<file path="src/rtl/rx_pkg.sv">
package rx_pkg;
  localparam int XLEN   = 32;
  localparam int NREG   = 32;
  localparam int RIDX   = $clog2(NREG);
  localparam int IMMW   = 16;

  localparam logic [5:0] OP_RTYPE = 6'd0;
  localparam logic [5:0] OP_ADDI  = 6'd8;
  localparam logic [5:0] OP_SLTI  = 6'd10;
  localparam logic [5:0] OP_ANDI  = 6'd12;
  localparam logic [5:0] OP_ORI   = 6'd13;
  localparam logic [5:0] OP_LUI   = 6'd15;
  localparam logic [5:0] FN_ADD   = 6'd32;
  localparam logic [5:0] FN_SUB   = 6'd34;
  localparam logic [5:0] FN_SLT   = 6'd42;

  typedef enum logic [2:0] {
    ALU_ADD, ALU_SUB, ALU_SLT, ALU_AND, ALU_OR, ALU_PASSB
  } alu_op_e;

  typedef enum logic [1:0] {
    EXT_SIGN, EXT_ZERO, EXT_HIGH
  } ext_mode_e;

  typedef struct packed {
    alu_op_e         op;
    logic            use_imm;
    ext_mode_e       ext;
    logic [RIDX-1:0] dest;
    logic            illegal;
    logic            we;
  } ctrl_t;
endpackage

</file>
<file path="src/rtl/rx_decode.sv">
module rx_decode
  import rx_pkg::*;
(
  input  logic        valid,
  input  logic [31:0] word,
  output ctrl_t       ctrl
);
  logic [5:0]      opc;
  logic [5:0]      fn;
  logic [4:0]      sh;
  logic [RIDX-1:0] f_rt;
  logic [RIDX-1:0] f_rd;

  assign opc  = word[31:26];
  assign fn   = word[5:0];
  assign sh   = word[10:6];
  assign f_rt = word[20:16];
  assign f_rd = word[15:11];

  always_comb begin
    ctrl         = '0;
    ctrl.op      = ALU_ADD;
    ctrl.ext     = EXT_SIGN;
    ctrl.use_imm = 1'b1;
    ctrl.dest    = f_rt;
    unique case (opc)
      OP_RTYPE: begin
        ctrl.use_imm = 1'b0;
        ctrl.dest    = f_rd;
        case (fn)
          FN_ADD:  ctrl.op = ALU_ADD;
          FN_SUB:  ctrl.op = ALU_SUB;
          FN_SLT:  ctrl.op = ALU_SLT;
          default: ctrl.illegal = 1'b1;
        endcase
        if (sh != 5'd0) ctrl.illegal = 1'b1;
      end
      OP_ADDI: ctrl.op = ALU_ADD;
      OP_SLTI: ctrl.op = ALU_SLT;
      OP_ANDI: begin ctrl.op = ALU_AND;   ctrl.ext = EXT_ZERO; end
      OP_ORI:  begin ctrl.op = ALU_OR;    ctrl.ext = EXT_ZERO; end
      OP_LUI:  begin ctrl.op = ALU_PASSB; ctrl.ext = EXT_HIGH; end
      default: ctrl.illegal = 1'b1;
    endcase
    ctrl.illegal = ctrl.illegal & valid;
    ctrl.we      = valid & ~ctrl.illegal & (ctrl.dest != '0);
  end
endmodule

</file>
<file path="src/rtl/rx_regfile.sv">
module rx_regfile
  import rx_pkg::*;
(
  input  logic            clk,
  input  logic            rst,
  input  logic [RIDX-1:0] ra_a,
  input  logic [RIDX-1:0] ra_b,
  output logic [XLEN-1:0] rd_a,
  output logic [XLEN-1:0] rd_b,
  input  logic            we,
  input  logic [RIDX-1:0] waddr,
  input  logic [XLEN-1:0] wdata,
  input  logic [RIDX-1:0] dbg_addr,
  output logic [XLEN-1:0] dbg_data
);
  logic [XLEN-1:0] mem [NREG];
  logic [NREG-1:0] live;

  function automatic logic [XLEN-1:0] rd_port(input logic [RIDX-1:0] a,
                                              input logic [NREG-1:0] lv,
                                              input logic [XLEN-1:0] v);
    return (a == '0 || !lv[a]) ? '0 : v;
  endfunction

  assign rd_a = rd_port(ra_a, live, mem[ra_a]);
  assign rd_b = rd_port(ra_b, live, mem[ra_b]);

  always_ff @(posedge clk) begin
    if (we && waddr != '0) mem[waddr] <= wdata;
  end

  always_ff @(posedge clk) begin
    if (rst) begin
      live     <= '0;
      dbg_data <= '0;
    end else begin
      if (we && waddr != '0) live[waddr] <= 1'b1;
      dbg_data <= rd_port(dbg_addr, live, mem[dbg_addr]);
    end
  end

  p_dbg_zero_r2: assert property (@(posedge clk) disable iff (rst)
    (dbg_addr == '0) |=> (dbg_data == '0))
    else $error("debug read of register 0 not zero");
endmodule

</file>
<file path="src/rtl/rx_alu.sv">
module rx_alu
  import rx_pkg::*;
(
  input  alu_op_e         op,
  input  logic [XLEN-1:0] a,
  input  logic [XLEN-1:0] b,
  output logic [XLEN-1:0] y
);
  always_comb begin
    unique case (op)
      ALU_ADD:   y = a + b;
      ALU_SUB:   y = a - b;
      ALU_SLT:   y = {{(XLEN-1){1'b0}}, ($signed(a) < $signed(b))};
      ALU_AND:   y = a & b;
      ALU_OR:    y = a | b;
      ALU_PASSB: y = b;
      default:   y = '0;
    endcase
  end
endmodule

</file>
<file path="src/rtl/rx_exec_unit.sv">
module rx_exec_unit
  import rx_pkg::*;
(
  input  logic        clk,
  input  logic        rst,
  input  logic        instr_valid,
  input  logic [31:0] instr_word,
  input  logic [4:0]  dbg_addr,
  output logic [31:0] dbg_data,
  output logic        illegal_o,
  output logic        wb_valid_o,
  output logic [4:0]  wb_addr_o,
  output logic [31:0] wb_data_o
);
  ctrl_t           ctl;
  logic [XLEN-1:0] src_a, src_b, imm_x, opnd_b, result;
  logic [IMMW-1:0] imm;

  assign imm = instr_word[IMMW-1:0];

  rx_decode u_dec (.valid(instr_valid), .word(instr_word), .ctrl(ctl));

  rx_regfile u_rf (
    .clk(clk), .rst(rst),
    .ra_a(instr_word[25:21]), .ra_b(instr_word[20:16]),
    .rd_a(src_a), .rd_b(src_b),
    .we(ctl.we), .waddr(ctl.dest), .wdata(result),
    .dbg_addr(dbg_addr), .dbg_data(dbg_data)
  );

  always_comb begin
    unique case (ctl.ext)
      EXT_ZERO: imm_x = {{(XLEN-IMMW){1'b0}}, imm};
      EXT_HIGH: imm_x = {imm, {(XLEN-IMMW){1'b0}}};
      default:  imm_x = {{(XLEN-IMMW){imm[IMMW-1]}}, imm};
    endcase
  end

  assign opnd_b = ctl.use_imm ? imm_x : src_b;

  rx_alu u_alu (.op(ctl.op), .a(src_a), .b(opnd_b), .y(result));

  always_ff @(posedge clk) begin
    if (rst) begin
      illegal_o  <= 1'b0;
      wb_valid_o <= 1'b0;
      wb_addr_o  <= '0;
      wb_data_o  <= '0;
    end else begin
      illegal_o  <= ctl.illegal;
      wb_valid_o <= ctl.we;
      if (ctl.we) begin
        wb_addr_o <= ctl.dest;
        wb_data_o <= result;
      end
    end
  end

  p_idle_quiet_r11: assert property (@(posedge clk) disable iff (rst)
    !instr_valid |=> (!wb_valid_o && !illegal_o))
    else $error("activity without a valid instruction");

  p_no_zero_dest_r2: assert property (@(posedge clk) disable iff (rst)
    wb_valid_o |-> (wb_addr_o != 5'd0))
    else $error("write-back reported for register 0");

  p_illegal_no_wb_r10: assert property (@(posedge clk) disable iff (rst)
    !(illegal_o && wb_valid_o))
    else $error("illegal instruction produced a write-back");

  p_slt_bool_r5: assert property (@(posedge clk) disable iff (rst)
    (instr_valid && instr_word[31:26] == OP_RTYPE && instr_word[5:0] == FN_SLT
     && instr_word[10:6] == 5'd0 && instr_word[15:11] != 5'd0)
    |=> (wb_valid_o && wb_data_o[31:1] == '0))
    else $error("set-less-than result not boolean");

  p_lui_low_clear_r9: assert property (@(posedge clk) disable iff (rst)
    (instr_valid && instr_word[31:26] == OP_LUI && instr_word[20:16] != 5'd0)
    |=> (wb_valid_o && wb_data_o[15:0] == '0))
    else $error("upper load left low half set");
endmodule

</file>
<file path="config.mk">
export PLATFORM = sky130hd
export DESIGN_NAME = rx_exec_unit
export DESIGN_NICKNAME = d
export VERILOG_FILES = /design/src/rtl/rx_pkg.sv /design/src/rtl/rx_decode.sv /design/src/rtl/rx_regfile.sv /design/src/rtl/rx_alu.sv /design/src/rtl/rx_exec_unit.sv
export SDC_FILE = /design/constraint.sdc
export NUM_CORES = 2
export LEC_CHECK = 0
export CAP_MARGIN = 20
export CORE_MARGIN = 5
export CORE_UTILIZATION = 35
export CTS_CLUSTER_DIAMETER = 50
export DETAILED_ROUTE_END_ITERATION = 8
export PLACE_DENSITY_LB_ADDON = 0.15
export SLEW_MARGIN = 20
export SYNTH_ARGS = -nofsm -noshare
export SYNTH_HDL_FRONTEND = slang
export SYNTH_HIERARCHICAL = 1
export SYNTH_SLANG_ARGS = --single-unit
</file>
<file path="constraint.sdc">
create_clock -name clk -period 23.2 [get_ports clk]
set_input_delay 4.64 -clock clk [delete_from_list [all_inputs] [get_ports clk]]
set_output_delay 4.64 -clock clk [all_outputs]
set_load 0.05 [all_outputs]
</file>
-- Word level (Yosys, flattened, before mapping)
Memory sizes are Yosys's and may differ from the RTL's. A register that Yosys moved wholly into a read port is not among the register bits.
Index checks and enable logic that the tools add are counted.
- register bits after elaboration: 71
- memory bits (writable): 1024
- input port bits: 40
- output and inout port bits: 71
- logic and storage cells: 77
- memories: 1
- add/sub/neg operators: 2
- order comparisons: 6
- equal/unequal tests: 15
- muxes and demuxes: 22
- bitwise operators: 7
- reductions and logical operators: 19
- memory list (name ; depth ; width ; rd ports ; clocked after memory_dff ; write ports ; line ; source):
    u_rf.mem ; 32 ; 32 ; 3 ; 1 ; 1 ; rx_regfile.sv:16 ; logic [XLEN-1:0] mem [NREG];
- operator list (cell ; count):
    $pmux W32 S6 ; 1
    $mux W32 ; 3
    $or A32 B32 Y32 ; 2
    $pmux W32 S2 ; 1
    $add A32 B32 Y32 ; 1
    $and A32 B32 Y32 ; 1
    $lt A32 B32 Y1 ; 1
    $sub A32 B32 Y32 ; 1
    $eq A6 B4 Y1 const B ; 5
    $lt A5 B6 Y1 const B ; 4
    $eq A6 B6 Y1 const B ; 3
    $bmux W1 S5 ; 3
    $logic_not A5 Y1 ; 3
    $pmux W3 S5 ; 1
    $reduce_bool A5 Y1 ; 2
    $mux W1 ; 8
    $pmux W2 S2 ; 2
    $eq A3 B2 Y1 const B ; 2
    $eq A3 B3 Y1 const B ; 2
    $logic_not A6 Y1 ; 1
    $demux W1 S5 ; 1
    $ge A5 B1 Y1 const B ; 1
    $mux W5 ; 1
    $reduce_or A5 Y1 ; 1
    12 further kinds ; 20

-- Longest topological paths before layout
- depth in word-level cells: 12
- gate-level depth with buffers: 26
- gate-level depth less buffers: 22

-- By module
The synthesis kept the hierarchy.
- modules (own cells, without submodules) (module ; times used ; cells an instance ; area each (sq um) ; seq. area each (sq um)):
    rx_regfile ; 1 ; 2997 ; 57795.4 ; 32030.7
    rx_alu ; 1 ; 731 ; 4912.2 ; 0.0
    rx_exec_unit ; 1 ; 235 ; 1943.1 ; 780.7
    rx_decode ; 1 ; 49 ; 265.3 ; 0.0

-- Worst setup path before layout
OpenSTA, ideal clock, no wires.
- path kind: input-to-reg
- from: input instr_word[22]
- to: memory u_rf.mem[0][27] (data pin)
- library setup time: 464 ps
- arrival time: 10366 ps
- data required time: 22736 ps
- path slack: 12370 ps
- stages: 18
- buffers on the path: 4
- cell sequence: buf_4 > buf_4 > buf_2 > clkbuf_1 > mux4_2 > mux2i_1 > a2111oi_0 > inv_1 > ha_1 > a21o_1 > a2111oi_4 > a221oi_2 > o2111ai_2 > nor4_1 > o41ai_2 > o21ai_2 > o221a_2 > o21ai_0
- cells in the longest elaborated chain, start to end: 7
- elaborated cells on any way between the ends: 12
- classes of those cells: add/sub (2); mux (4); bitwise (2); reduce/logical (3); memory (1)
- RTL lines (element ; line ; source):
    start, declared ; rx_exec_unit.sv:7 ; input logic [31:0] instr_word,
    $bmux W1 S5 ; rx_regfile.sv:22 ; return (a == '0 || !lv[a]) ? '0 : v;
    $mux W1 (not written as such) ; rx_regfile.sv:22 ;
    $logic_not A1 Y1 ; rx_regfile.sv:22 ;
    $logic_or A1 B1 Y1 ; rx_regfile.sv:22 ;
    $mux W32 * ; rx_regfile.sv:22 ;
    via src_a[1] ; rx_exec_unit.sv:16 ; logic [XLEN-1:0] src_a, src_b, imm_x, opnd_b, result;
    $sub A32 B32 Y32 or $add A32 B32 Y32 (tied branches) ; rx_alu.sv:12, rx_alu.sv:11 ;
    $pmux W32 S6 * ; rx_alu.sv:10 ; unique case (op)
    via result[27] ; rx_exec_unit.sv:16 ;
    end, declared ; rx_regfile.sv:16 ;
The timed path passes the listed nets; every way through them passes the cells marked *. The select of a mux whose other input is x is not followed.

-- Final worst setup path
- from: input instr_word[17]
- to: memory u_rf.mem[0][26] (data pin)
- cells in the longest elaborated chain, start to end: 8
- elaborated cells on any way between the ends: 13
- classes of those cells: add/sub (2); mux (5); bitwise (2); reduce/logical (3); memory (1)
- RTL lines (element ; line ; source):
    $bmux W1 S5 ; rx_regfile.sv:22 ;
    $mux W1 (not written as such) ; rx_regfile.sv:22 ;
    $logic_not A1 Y1 ; rx_regfile.sv:22 ;
    $logic_or A1 B1 Y1 ; rx_regfile.sv:22 ;
    $mux W32 * ; rx_regfile.sv:22 ;
    via src_b[8] ; rx_exec_unit.sv:16 ;
    $mux W32 * ; rx_exec_unit.sv:39 ; assign opnd_b = ctl.use_imm ? imm_x : src_b;
    via opnd_b[8] ; rx_exec_unit.sv:16 ;
    $sub A32 B32 Y32 or $add A32 B32 Y32 (tied branches) ; rx_alu.sv:12, rx_alu.sv:11 ;
    $pmux W32 S6 * ; rx_alu.sv:10 ;
    via result[26] ; rx_exec_unit.sv:16 ;
Marks and branches as above.

==> flow_metrics.tcl <==
set metrics [dict create \
    finalCriticalPeriod_ns 11.37 \
    initial_utilization_pct 35.1 \
    drt_iter0_markers 4254 \
    synth_edf_count 1024 \
    grt_setup_unrepaired "false" \
    finalSetupViolCount 0 \
    path_max_fanout 52 \
    critPathArrivalTime_ns 11.89 \
    min_path_type "register to register" \
    cts_root_buffer "clkbuf_16" \
    h-tree-depth 4 \
    tightestPinTransition_ns 1.19 \
    grt_start_max_net_pins 98 \
    yosysUniqueCellTypes 89 \
    cts_resized 0 \
    yosys_warnings 6 \
    syn_inst 4012 \
    area_delta_synth_final_pct 15.2 \
    worst-setup-path-type "input pin to register" \
    setup-tns-final_ns 0 \
    synth_top_cell_area_share_pct 47.4 \
    avgSynthCellArea_um2 16.2 \
    max_cap_violations 0 \
    finalMaxSlewViolations 0 \
    crit_path_end_kind "register" \
    fmax_mhz 88.0 \
    netlist_area_um2 64900 \
    port_buffers 110 \
    antenna_found_initial 6 \
    hold_viol_final 0 \
    p_leak_nw 24.3 \
    synth_ff_type "edfxtp_1" \
    drive_above_1_share_pct 34.4 \
    num_rows 158 \
    clock_skew_ns 0.0374 \
    cts.sinks 1127 \
    outcome "complete, no violations" \
    die_area_um2 194000 \
    vias_per_cell 6.21 \
    gp_congestion 0.924 \
    antenna_left 0 \
    cts_inserted_buffers 154 \
    hpwlAfterDp_um 145000 \
    die_h_um 441 \
    cts_tree "yes" \
    dp.cells 6455 \
    totalPowerFinal_mw 5.63 \
    boundaryPins 111 \
    die_x_um 441 \
    critPathLaunch "instr_word[17]" \
    drcViolationCount 0 \
    finalCritPeriodShare_pct 49.0 \
    core_um2 185000 \
    num-nets-final 4277 \
    grt_overflow_total 0 \
    peakVddDrop_mv 0.0520 \
    ys_seq_elements 1127 \
    drt_wl_total_um 244000 \
    wl_per_cell_um 36.3 \
    reg2reg_from "u_rf/live[9]$_SDFFE_PP0P_" \
    final_area_um2 74800 \
    firstDrtPassIters 5 \
    fin_cells 6742 \
    post-cts-setup-buffers 0 \
    clock_latency_ns 0.80 \
    vias 41900 \
    grt.total_usage_pct 24.9 \
    grt_pass1_vias 42400 \
    synth.area.top_cells "edfxtp_1, mux4_2, mux2i_1, dfxtp_1, ha_1" \
    cts_hold_buf 0 \
    cp.required_ns 23.72 \
    startpoint_type "input pin" \
    async_reset_ff_share_pct 0 \
    grt_pass1_wl_um 339000 \
    synth.largest_area_cell "edfxtp_1" \
    hold_start "u_rf/live[0]$_SDFFE_PP0P_" \
    cts.path.max_buffers 3 \
    postPlaceCellArea_um2 69400 \
    max-slew-margin-rel_pct 20.4 \
    clk_pin_slew_worst_paths_ns 0.05 \
    seq_area_frac_synth_pct 50.5 \
    nFillCells 16800 \
    p_per_area_nw_per_um2 75.3 \
]
==> critical path: stages <==
cell	delay [ns]
buf_8	0.41
buf_4	0.72
buf_4	0.64
buf_4	0.61
mux4_2	0.33
mux2i_1	0.08
o22ai_1	0.24
a21oi_1	0.07
nor2_1	0.31
inv_1	0.08
o22ai_1	0.24
inv_1	0.10
ha_1	0.41
or3_1	0.37
o31ai_1	0.44
a2111oi_4	0.12
o31ai_4	0.33
a211oi_1	0.16
a21o_1	0.21
a31oi_1	0.17
mux2i_1	0.22
nand3_1	0.49
buf_8	0.36
==> logic make-up (layout without fill, tap and decap cells) <==
group	count (synthesis)	in the layout	share of synthesized area [%]
muxes	1155	1155	33.6
xor gates and xnor gates	26	26	0.351
and+or+nand+nor	566	566	4.08
AOI/OAI and AO/OA	570	570	6.17
adders and majority gates	106	106	2.07
DFF	1127	1127	50.5
buffers and inverters	461	677	3.16
other	1	35	0.00578
==> routing by layer <==
metal	wire (um)	up-vias	track usage, %
met1	98100	22600	32.4
met3	16100	494	4.19
met2	119000	1787	41.5
met5	8	-	0
met4	11400	2	10.2
li1	-	17000	-
==> final cells by class <==
cell class / count / area (um^2) / area share [%]
sequential: 1127 / 32800 / 43.9
multi-input combinational: 2455 / 30700 / 41.0
clock buffer: 193 / 4200 / 5.62
tap: 2480 / 3100 / 4.15
timing repair buffer: 274 / 2380 / 3.19
clock inverter: 91 / 1150 / 1.54
inverter: 119 / 447 / 0.597
antenna: 3 / 7.51 / 0.0100
==> path summary, 6_finish.rpt <==
kind / slack, ns / cells after the start / endpoint
hold reg to reg: 0.47 / 1 / u_rf/live[0]$_SDFFE_PP0P_
hold / removal: 0.47 / 1 / u_rf/live[0]$_SDFFE_PP0P_
setup reg to reg: 16.77 / 22 / wb_data_o[29]$_SDFFE_PP0P_
setup / recovery: 11.83 / 23 / u_rf/mem[0][26]$_DFFE_PP_
==> cell usage after synthesis, types with 35 or more instances <==
cell type	number
edfxtp_1	1024
mux4_2	809
mux2i_1	259
nor2_1	232
clkbuf_1	171
nand2_1	123
inv_1	117
a21oi_1	111
ha_1	104
dfxtp_1	103
buf_2	90
o22ai_1	84
o21ai_0	81
mux2_2	80
a221oi_1	46
nor2b_1	40
nor3_1	38
a22o_1	37
buf_1	35
buf_4	35
==> metrics by stage <==
| step | utilization, % | setup WS (ns) | hold slack (ns) |
|---|---|---|---|
| 2_1_floorplan | - | 12.37 | 0.433 |
| 6_report | 40.4 | 11.83 | 0.469 |
| 4_1_cts | 40.4 | 11.77 | 0.472 |
| 3_5_place_dp | 37.5 | 10.95 | 0.463 |
| 3_3_place_gp | 37.5 | 10.67 | 0.457 |
| 5_1_grt | 40.4 | 11.48 | 0.496 |
==> flip-flops by register name, indices dropped and copies added, names as in the netlist <==
name	count
wb_valid_o	1
u_rf/mem	1024
illegal_o	1
wb_addr_o	5
u_rf/live	32
u_rf/dbg_data	32
wb_data_o	32
==> power breakdown <==
part	switching, mW	internal, mW	leakage (nW)
logic	0.515	0.281	11.6
clock network	0.952	1.53	2.60
registers	0.00967	2.34	10.1
==> cells in the final DEF, fill, tap and decap left out, drive strengths merged, types with 84 or more instances in the layout <==
cell type | netlist | layout
a21oi | 111 | 111
clkbuf | 172 | 195
o22ai | 84 | 84
edfxtp | 1024 | 1024
buf | 170 | 176
dfxtp | 103 | 103
nand2 | 123 | 123
clkdlybuf4s50 | 0 | 96
mux4 | 811 | 811
ha | 104 | 104
mux2 | 85 | 85
nor2 | 263 | 263
o21ai | 92 | 92
mux2i | 259 | 259
inv | 118 | 142
(Power assumes the default switching activity.)
